**config.mk**
```make
export PLATFORM = sky130hd
export DESIGN_NAME = ee_i2c_slave
export DESIGN_NICKNAME = d
export VERILOG_FILES = /design/src/rtl/ee_pkg.sv /design/src/rtl/ee_line_sync.sv /design/src/rtl/ee_prog_timer.sv /design/src/rtl/ee_store.sv /design/src/rtl/ee_i2c_slave.sv
export SDC_FILE = /design/constraint.sdc
export NUM_CORES = 2
export LEC_CHECK = 0
export ABC_CLOCK_PERIOD_IN_PS = 3200
export CAP_MARGIN = 0
export CORE_ASPECT_RATIO = 1.5
export CORE_UTILIZATION = 63
export CTS_BUF_LIST = sky130_fd_sc_hd__clkbuf_4 sky130_fd_sc_hd__clkbuf_8 sky130_fd_sc_hd__clkbuf_16
export CTS_CLUSTER_SIZE = 40
export DETAILED_ROUTE_END_ITERATION = 12
export PLACE_DENSITY = 0.9
export RECOVER_POWER = 25
export SYNTH_ARGS = -nofsm -noshare
export SYNTH_HDL_FRONTEND = slang
export SYNTH_SLANG_ARGS = --single-unit
```
**constraint.sdc**
```tcl
create_clock -name clk -period 3.2 [get_ports clk]
set_input_delay 0.8 -clock clk [delete_from_list [all_inputs] [get_ports clk]]
set_output_delay 0.8 -clock clk [all_outputs]
set_load 0.03 [all_outputs]
```
**src/rtl/ee_pkg.sv**
```systemverilog
package ee_pkg;
  typedef enum logic [2:0] {
    S_IDLE,
    S_RX,
    S_ACK,
    S_TX,
    S_TXACK,
    S_SKIP
  } ee_state_t;

  typedef enum logic [1:0] {
    K_SEL,
    K_ADDR,
    K_DATA,
    K_EXTRA
  } ee_kind_t;

  localparam logic [3:0] DEV_TYPE = 4'b1010;
endpackage

```
**src/rtl/ee_line_sync.sv**
```systemverilog
module ee_line_sync #(
  parameter int STAGES = 2
) (
  input  logic clk,
  input  logic rst_n,
  input  logic line_i,
  output logic level,
  output logic level_q
);
  logic [STAGES:0] pipe_q;

  always_ff @(posedge clk or negedge rst_n) begin
    if (!rst_n) pipe_q <= '1;
    else        pipe_q <= {pipe_q[STAGES-1:0], line_i};
  end

  assign level   = pipe_q[STAGES-1];
  assign level_q = pipe_q[STAGES];
endmodule

```
**src/rtl/ee_prog_timer.sv**
```systemverilog
module ee_prog_timer #(
  parameter int CYCLES = 2_000_000
) (
  input  logic clk,
  input  logic rst_n,
  input  logic launch,
  input  logic abort,
  output logic busy,
  output logic done
);
  localparam int CW = $clog2(CYCLES + 1);

  logic [CW-1:0] cnt_q, cnt_d;

  always_comb begin
    cnt_d = cnt_q;
    if (abort)               cnt_d = '0;
    else if (launch)         cnt_d = CW'(CYCLES);
    else if (cnt_q != '0)    cnt_d = cnt_q - 1'b1;
  end

  always_ff @(posedge clk or negedge rst_n) begin
    if (!rst_n) cnt_q <= '0;
    else        cnt_q <= cnt_d;
  end

  assign busy = (cnt_q != '0);
  assign done = (cnt_q == CW'(1)) && !abort;
endmodule

```
**src/rtl/ee_store.sv**
```systemverilog
module ee_store #(
  parameter int AW = 8,
  parameter int DW = 8
) (
  input  logic          clk,
  input  logic          we,
  input  logic [AW-1:0] waddr,
  input  logic [DW-1:0] wdata,
  input  logic [AW-1:0] raddr,
  output logic [DW-1:0] rdata
);
  logic [DW-1:0] cells [0:(1<<AW)-1];

  always_ff @(posedge clk) begin
    if (we) cells[waddr] <= wdata;
  end

  assign rdata = cells[raddr];
endmodule

```
**src/rtl/ee_i2c_slave.sv**
```systemverilog
module ee_i2c_slave
  import ee_pkg::*;
#(
  parameter int PROG_CYCLES = 2_000_000,
  parameter int AW          = 8,
  parameter int SYNC_STAGES = 2
) (
  input  logic       clk,
  input  logic       rst_n,
  input  logic       scl_i,
  input  logic       sda_i,
  input  logic [2:0] sel_i,
  output logic       sda_oe
);
  localparam int BW   = 8;
  localparam int CNTW = $clog2(BW + 1);

  // reset: asserted asynchronously, released on the clock
  logic [1:0] rst_pipe;
  logic       rst_l;
  always_ff @(posedge clk or negedge rst_n) begin
    if (!rst_n) rst_pipe <= '0;
    else        rst_pipe <= {rst_pipe[0], 1'b1};
  end
  assign rst_l = rst_pipe[1];

  // line conditioning
  logic scl_s, scl_p, sda_s, sda_p;
  ee_line_sync #(.STAGES(SYNC_STAGES)) u_scl (
    .clk(clk), .rst_n(rst_l), .line_i(scl_i), .level(scl_s), .level_q(scl_p));
  ee_line_sync #(.STAGES(SYNC_STAGES)) u_sda (
    .clk(clk), .rst_n(rst_l), .line_i(sda_i), .level(sda_s), .level_q(sda_p));

  logic scl_rise, scl_fall, bus_start, bus_stop;
  assign scl_rise  = scl_s & ~scl_p;
  assign scl_fall  = ~scl_s & scl_p;
  assign bus_start = scl_s & scl_p & sda_p & ~sda_s;
  assign bus_stop  = scl_s & scl_p & ~sda_p & sda_s;

  // state
  ee_state_t       st_q, st_d;
  ee_kind_t        kind_q, kind_d;
  logic [CNTW-1:0] cnt_q, cnt_d;
  logic [BW-1:0]   rsh_q, rsh_d, tsh_q, tsh_d, wdata_q, wdata_d;
  logic [AW-1:0]   addr_q, addr_d, waddr_q, waddr_d;
  logic            rd_q, rd_d, mack_q, mack_d, pend_q, pend_d, oe_d;

  logic            launch, abort, busy, mem_we, addr_inc, sel_hit;
  logic [BW-1:0]   rd_data;

  ee_prog_timer #(.CYCLES(PROG_CYCLES)) u_timer (
    .clk(clk), .rst_n(rst_l), .launch(launch), .abort(abort),
    .busy(busy), .done(mem_we));

  ee_store #(.AW(AW), .DW(BW)) u_store (
    .clk(clk), .we(mem_we), .waddr(waddr_q), .wdata(wdata_q),
    .raddr(addr_q), .rdata(rd_data));

  assign sel_hit = (rsh_q[7:4] == DEV_TYPE) && (rsh_q[3:1] == sel_i);

  always_comb begin
    st_d     = st_q;
    kind_d   = kind_q;
    cnt_d    = cnt_q;
    rsh_d    = rsh_q;
    tsh_d    = tsh_q;
    addr_d   = addr_q;
    waddr_d  = waddr_q;
    wdata_d  = wdata_q;
    rd_d     = rd_q;
    mack_d   = mack_q;
    pend_d   = pend_q;
    launch   = 1'b0;
    abort    = 1'b0;
    addr_inc = 1'b0;
    if (bus_stop) begin
      st_d   = S_IDLE;
      launch = pend_q;
      pend_d = 1'b0;
    end else if (bus_start) begin
      st_d   = S_RX;
      kind_d = K_SEL;
      cnt_d  = '0;
      pend_d = 1'b0;
    end else begin
      unique case (st_q)
        S_RX: begin
          if (scl_rise) begin
            rsh_d = {rsh_q[BW-2:0], sda_s};
            cnt_d = cnt_q + 1'b1;
          end else if (scl_fall && cnt_q == CNTW'(BW)) begin
            cnt_d = '0;
            st_d  = S_SKIP;
            unique case (kind_q)
              K_SEL: begin
                if (sel_hit && rsh_q[0] && !busy) begin
                  st_d = S_ACK;
                  rd_d = 1'b1;
                end else if (sel_hit && !rsh_q[0]) begin
                  st_d   = S_ACK;
                  rd_d   = 1'b0;
                  abort  = busy;
                  kind_d = K_ADDR;
                end
              end
              K_ADDR: begin
                st_d   = S_ACK;
                addr_d = rsh_q[AW-1:0];
                kind_d = K_DATA;
              end
              K_DATA: begin
                st_d    = S_ACK;
                waddr_d = addr_q;
                wdata_d = rsh_q;
                pend_d  = 1'b1;
                kind_d  = K_EXTRA;
              end
              default: st_d = S_SKIP;
            endcase
          end
        end
        S_ACK: begin
          if (scl_fall) begin
            cnt_d = '0;
            if (rd_q) begin
              st_d  = S_TX;
              tsh_d = rd_data;
            end else begin
              st_d = S_RX;
            end
          end
        end
        S_TX: begin
          if (scl_fall) begin
            if (cnt_q == CNTW'(BW - 1)) begin
              st_d = S_TXACK;
            end else begin
              tsh_d = {tsh_q[BW-2:0], 1'b0};
              cnt_d = cnt_q + 1'b1;
            end
          end
        end
        S_TXACK: begin
          if (scl_rise) begin
            mack_d   = ~sda_s;
            addr_inc = ~sda_s;
            if (!sda_s) addr_d = addr_q + 1'b1;
          end else if (scl_fall) begin
            cnt_d = '0;
            if (mack_q) begin
              st_d  = S_TX;
              tsh_d = rd_data;
            end else begin
              st_d = S_SKIP;
            end
          end
        end
        default: ;
      endcase
    end
    oe_d = (st_d == S_ACK) || (st_d == S_TX && !tsh_d[BW-1]);
  end

  always_ff @(posedge clk or negedge rst_l) begin
    if (!rst_l) begin
      st_q    <= S_IDLE;
      kind_q  <= K_SEL;
      cnt_q   <= '0;
      rsh_q   <= '0;
      tsh_q   <= '0;
      addr_q  <= '0;
      waddr_q <= '0;
      wdata_q <= '0;
      rd_q    <= 1'b0;
      mack_q  <= 1'b0;
      pend_q  <= 1'b0;
      sda_oe  <= 1'b0;
    end else begin
      st_q    <= st_d;
      kind_q  <= kind_d;
      cnt_q   <= cnt_d;
      rsh_q   <= rsh_d;
      tsh_q   <= tsh_d;
      addr_q  <= addr_d;
      waddr_q <= waddr_d;
      wdata_q <= wdata_d;
      rd_q    <= rd_d;
      mack_q  <= mack_d;
      pend_q  <= pend_d;
      sda_oe  <= oe_d;
    end
  end
endmodule

```
==> summary.md, run 1 <==
| Metric | Value |
|---|---|
| Result of the run | `aborted with a tool error` |
| Halt point of the flow | `global routing (5_1_grt)` |
| Run Error | `[ERROR GRT-0183] Net net889: the 3D maze router ran out of legal paths (heap underflow) - the net is boxed in by local congestion or blockages.` |
| Total nets after synthesis | `between 3000 and 4000` |
| Leading area contributor after synthesis | `sky130_fd_sc_hd__edfxtp_1` |
| Sequential area share after synthesis | `0.763` |
| Most used DFF post-synth | `sky130_fd_sc_hd__edfxtp_1` |
| Xor/xnor share of the synthesized area | `0.00179` |
| Adder-cell area share of the yosys netlist | `0.00135` |
| Library cells used by synthesis | `69` |
| Post-Synthesis Cells | `approximately 3800` |
| Weighted congestion at the end of routability-driven global placement | `slightly below 1` |
| Vertical die dimension | `roughly 450 µm` |
| Average size of a mapped cell | `21.8 µm²` |
| I/O pin count | `8` |
| TritonCTS buffer count | `~170` |
| Starting density of the core | `0.634` |
| Top cell type's share of synthesized area | `0.739` |
| Leading cell types by total area after synthesis | `sky130_fd_sc_hd__edfxtp_1, sky130_fd_sc_hd__mux4_2, sky130_fd_sc_hd__dfrtp_1` |
| Top cells by instance count after synthesis | `sky130_fd_sc_hd__edfxtp_1, sky130_fd_sc_hd__mux4_2, sky130_fd_sc_hd__nor2_1` |
| Clock tree buffer depth | `3` |
| Worst setup timing slack at the placement stage | `-0.794 ns` |
| Most repeated cell in the gate-level netlist after synthesis | `sky130_fd_sc_hd__edfxtp_1` |
| Port Buffer Count | `7` |
| Htree depth | `4` |
| TritonCTS Sinks | `2130` |
| Site Rows | `163` |
| EDFF count, synth | `approximately 2000` |
| Synth Area in Compound Gates | `0.0154` |
| Total of flip-flops plus latches after synthesis | `2130` |
| Fraction of the mapped netlist area in simple logic gates | `0.0287` |
| Count of yosys warnings during synthesis | `0` |
| Largest family of logic cells by synthesized area | `multiplexers` |
| Multiplexer share of the synthesized area | `0.175` |
| Maximum number of pins on one net before global-route repair | `125` |
| Ys async rst share | `0.0385` |
| Netlist Area Pre-Place | `between 80000 and 90000 µm²` |
| Root buffer cell | `sky130_fd_sc_hd__clkbuf_16` |
| Sum of net half-perimeters after detailed placement | `roughly 150 mm` |
| X dimension of the die | `299 µm` |
==> stage by stage <==
| stage | cell area [µm²] | cells | hold slack (ns) |
|---|---|---|---|
| floorplan | 83300 | 3816 | 0.331 |
| global placement | 88200 | 5724 | 0.343 |
| detailed placement | 88200 | 5724 | 0.340 |
| CTS | 96200 | 6074 | 0.148 |
==> cell families after synthesis <==
kind of cell    Yosys count
fa+ha+maj                 9
simple gates            540
flops                  2130
other cells               1
xor+xnor                 17
compound gates          190
mux                     698
buf+inv                 231
==> timing repair <==
action,4_1_cts
pin swaps,8
buffers inserted,36
endpoints found under the setup margin,2061
cloned,11
hold buffers,0
resized for setup,477
==> run 2: changes to the inputs <==
--- a/config.mk
+++ b/config.mk
@@ -7,12 +7,9 @@
 export LEC_CHECK = 0
 export ABC_CLOCK_PERIOD_IN_PS = 3200
 export CAP_MARGIN = 0
-export CORE_ASPECT_RATIO = 1.5
-export CORE_UTILIZATION = 63
-export CTS_BUF_LIST = sky130_fd_sc_hd__clkbuf_4 sky130_fd_sc_hd__clkbuf_8 sky130_fd_sc_hd__clkbuf_16
-export CTS_CLUSTER_SIZE = 40
+export CORE_UTILIZATION = 40
 export DETAILED_ROUTE_END_ITERATION = 12
-export PLACE_DENSITY = 0.9
+export PLACE_DENSITY_LB_ADDON = 0.15
 export RECOVER_POWER = 25
 export SYNTH_ARGS = -nofsm -noshare
 export SYNTH_HDL_FRONTEND = slang
==> run 2 against run 1 <==
  * Synthesized cell count stayed put
  * The flow now finishes, with violations (max-capacitance violations, max-slew violations, negative setup slack)
  * Area after synthesis stayed put
==> summary.md, run 2 <==
| Metric | Value |
|---|---|
| Result of the run | `finished, violations left` |
| Violated checks | `max-capacitance violations, max-slew violations, negative setup slack` |
| Ys async rst share | `0.0385` |
| Maximum fanout along the worst path | `8` |
| Final Skew | `roughly 0.053 ns` |
| Count of maximum capacitance violations | `9` |
| Routed length on met3 | `~14 mm` |
| Root buffer cell | `sky130_fd_sc_hd__clkbuf_16` |
| TritonCTS clock tree | `built` |
| Class of the most critical hold timing path | `input pin to async pin` |
| Routed Antenna Nets | `0` |
| TritonCTS buffer count | `around 220` |
| Minimum hold slack | `roughly 0.2 ns` |
| Met2 wire length | `about 110 mm` |
| Most repeated cell in the gate-level netlist after synthesis | `sky130_fd_sc_hd__edfxtp_1` |
| Type of the worst setup path | `flop to flop` |
| Wire length of the first global-routing pass | `between 300 and 400 mm` |
| Htree depth | `4` |
| Critical Path RT | `around 4.0 ns` |
| X dimension of the die | `between 400 and 500 µm` |
| Top cell type's share of synthesized area | `0.739` |
| Power Dens Cells | `619 nW/µm²` |
| Post-detailed-route wirelength per cell | `around 30 µm` |
| Average size of a mapped cell | `between 20 and 25 µm²` |
| Via count of the first global-routing pass | `42400` |
| Leading cell types by total area after synthesis | `sky130_fd_sc_hd__edfxtp_1, sky130_fd_sc_hd__mux4_2, sky130_fd_sc_hd__dfrtp_1` |
| Port Buffer Count | `7` |
| Highest-count cells in the layout ignoring fill and taps | `sky130_fd_sc_hd__edfxtp_1, sky130_fd_sc_hd__buf_4, sky130_fd_sc_hd__mux4_2` |
| Relative area change from synthesis to final layout | `20.0%` |
| Number of hold-slack violations in the final timing report | `0` |
| Worst path arrival time | `4.01 ns` |
| # hold bufs at CTS | `0` |
| Logic depth of the worst register-to-register path | `9` |
| Nature of the critical path startpoint | `flop` |
| DRC marker count from the first detailed-route iteration | `between 4000 and 5000` |
| Final-layout setup total negative slack | `-0.0955 ns` |
| Library cells used by synthesis | `between 60 and 70` |
| Reg2reg setup slack | `-0.05 ns` |
| Iteration count of the initial detailed-routing pass | `5` |
| Fin worst setup slack | `-0.0476 ns` |
| Floorplan Core Area | `approximately 210000 µm²` |
| Flip-flop count of the largest register, all copies and words added | `around 2000` |
| Weighted congestion at the end of routability-driven global placement | `0.833` |
| Initial antenna violation count | `9` |
| Netlist Area Pre-Place | `between 80000 and 90000 µm²` |
| Highest layer used for signal routing | `met4` |
| Shortest period the worst path allows | `around 3.2 ns` |
| Slew at the pin closest to its max-slew limit | `2.63 ns` |
| Drt drc | `0` |
| Leak pwr | `34.6 nW` |
| Registers with the most flip-flops | `u_store.cells: 2048 flops, u_timer.cnt_q: 21 flops` |
| EDFF count, synth | `roughly 2000` |
| Total of flip-flops plus latches after synthesis | `about 2100` |
| Critical path endpoint category | `flop` |
| Global router's overall resource usage | `0.220` |
| Clock insertion delay at the later pin of the skew report | `around 0.88 ns` |
| Maximum number of pins on one net before global-route repair | `98` |
| TritonCTS Sinks | `2130` |
| I/O pin count | `8` |
| Post-Synthesis Cells | `around 3800` |
| Detailed-route wire length on metal 1 | `~100 mm` |
| Period utilisation layout | `1.01` |
| Detailed-route vias per instance | `5.62` |
| Most frequent standard cell in the layout excluding fill and tap cells | `sky130_fd_sc_hd__edfxtp_1` |
| Most used DFF post-synth | `sky130_fd_sc_hd__edfxtp_1` |
| Top reg by flops | `u_store.cells` |
| Setup repair after global routing missed its margin | `true` |
| Leading area contributor after synthesis | `sky130_fd_sc_hd__edfxtp_1` |
| Total nets after synthesis | `3832` |
| Clock input transition at the sequential cells of the worst setup and hold paths | `approximately 0.06 ns` |
| Overflow after GRT | `0` |
| Layout cells sized above 1 | `0.372` |
| Sequential area share after synthesis | `0.763` |
| Number of failing setup endpoints in the final timing report | `6` |
| Vertical die dimension | `458 µm` |
| Top cells by instance count after synthesis | `sky130_fd_sc_hd__edfxtp_1, sky130_fd_sc_hd__mux4_2, sky130_fd_sc_hd__nor2_1` |
| NumNets Final | `~4600` |
| Total number of vias | `roughly 42000` |
| Floorplan die area | `about 210000 µm²` |
| Site Rows | `roughly 170` |
| Count of yosys warnings during synthesis | `0` |
| Clock tree buffer depth | `3` |
| Sum of net half-perimeters after detailed placement | `148 mm` |
| Sum of routed wire length over all layers | `around 230 mm` |
| Max-slew violation count | `556` |
| Starting density of the core | `0.402` |
| Maximum frequency from static timing analysis | `between 0.3 and 0.4 GHz` |
| Worst ir drop on vdd | `0.000565 V` |
| Slew headroom | `-0.751` |
-- run 2: cell counts after synthesis --
Identical to the previous run, type by type.
-- run 2: cells by family after synthesis --
family                   after synthesis  synth area share
XOR/XNOR                              17           0.00179
multiplexers                         698             0.175
AO/OA/AOI/OAI                        190            0.0154
other                                  1         0.0000450
adder cells (fa/ha/maj)                9           0.00135
AND/OR/NAND/NOR                      540            0.0287
buffers and inverters                231            0.0139
flip-flops                          2130             0.763
-- run 2: worst max-delay path, stage by stage, from the launching register on --
cell and delay, ns:
sky130_fd_sc_hd__dfrtp_4 0.46, sky130_fd_sc_hd__buf_12 0.14, sky130_fd_sc_hd__buf_16 0.17, sky130_fd_sc_hd__buf_16 0.16, sky130_fd_sc_hd__mux4_2 0.53, sky130_fd_sc_hd__mux4_2 0.63, sky130_fd_sc_hd__mux4_2 0.53, sky130_fd_sc_hd__nor3b_4 0.18
sky130_fd_sc_hd__a221oi_2 0.19, sky130_fd_sc_hd__nand4_1 0.10
-- run 2: per-layer routing --
metal  vias to the layer above  track usage
li1                      17500            -
met1                     22800        0.319
met2                      1397        0.347
met3                       291       0.0369
met4                         0       0.0573
met5                         -            0
-- run 2: layout make-up --
| type | count | area, µm² |
|---|---|---|
| sequential | 2130 | 63600 |
| fill | 16900 | 107000 |
| timing repair buffer | 765 | 6860 |
| antenna | 2 | 5.00 |
| clock buffer | 257 | 5620 |
| inverter | 22 | 82.6 |
| tap | 2704 | 3380 |
| clock inverter | 144 | 1590 |
| multi-input combinational | 1455 | 18800 |
-- run 2: final timing paths --
check	from	end
max	addr_q[0]$_DFFE_PN0P_	tsh_q[2]$_DFFE_PN0P_
min	rst_n	rst_pipe[1]$_DFF_PN0_
max reg2reg	addr_q[0]$_DFFE_PN0P_	tsh_q[2]$_DFFE_PN0P_
min reg2reg	rst_pipe[0]$_DFF_PN0_	rst_pipe[1]$_DFF_PN0_
max in group asynchronous	rst_pipe[1]$_DFF_PN0_	sda_oe$_DFF_PN0_
min in group clk	rst_pipe[0]$_DFF_PN0_	rst_pipe[1]$_DFF_PN0_
-- run 2: report_power, final --
group	internal (mW)	total, mW	switching (mW)
Combinational	2.73	5.56	2.82
Sequential	30.3	30.6	0.295
Clock	15.0	25.8	10.7
-- run 2: metrics by stage --
step / utilization / instance area (µm²) / total power, mW / instances / setup slack [ns]
CTS: 0.482 / 99700 / 62.3 / 7448 / -0.0660
finish: 0.483 / 99900 / 61.9 / 7479 / -0.0476
global placement: 0.445 / 92000 / 36.3 / 7024 / -0.535
floorplan: - / 83300 / 34.3 / 3816 / 0.246
global route: 0.483 / 99900 / 63.7 / 7478 / -0.0957
detailed placement: 0.445 / 92000 / 36.3 / 7024 / -0.461
-- run 2: repair_timing --
| item | CTS | global route |
|---|---|---|
| cloned | 2 | 4 |
| endpoints found under the setup margin | 200 | 813 |
| pin swaps | 5 | 11 |
| buffers inserted | 23 | 28 |
| gates resized for setup | 51 | 57 |
Note: power is estimated with default switching activity, not from simulation.
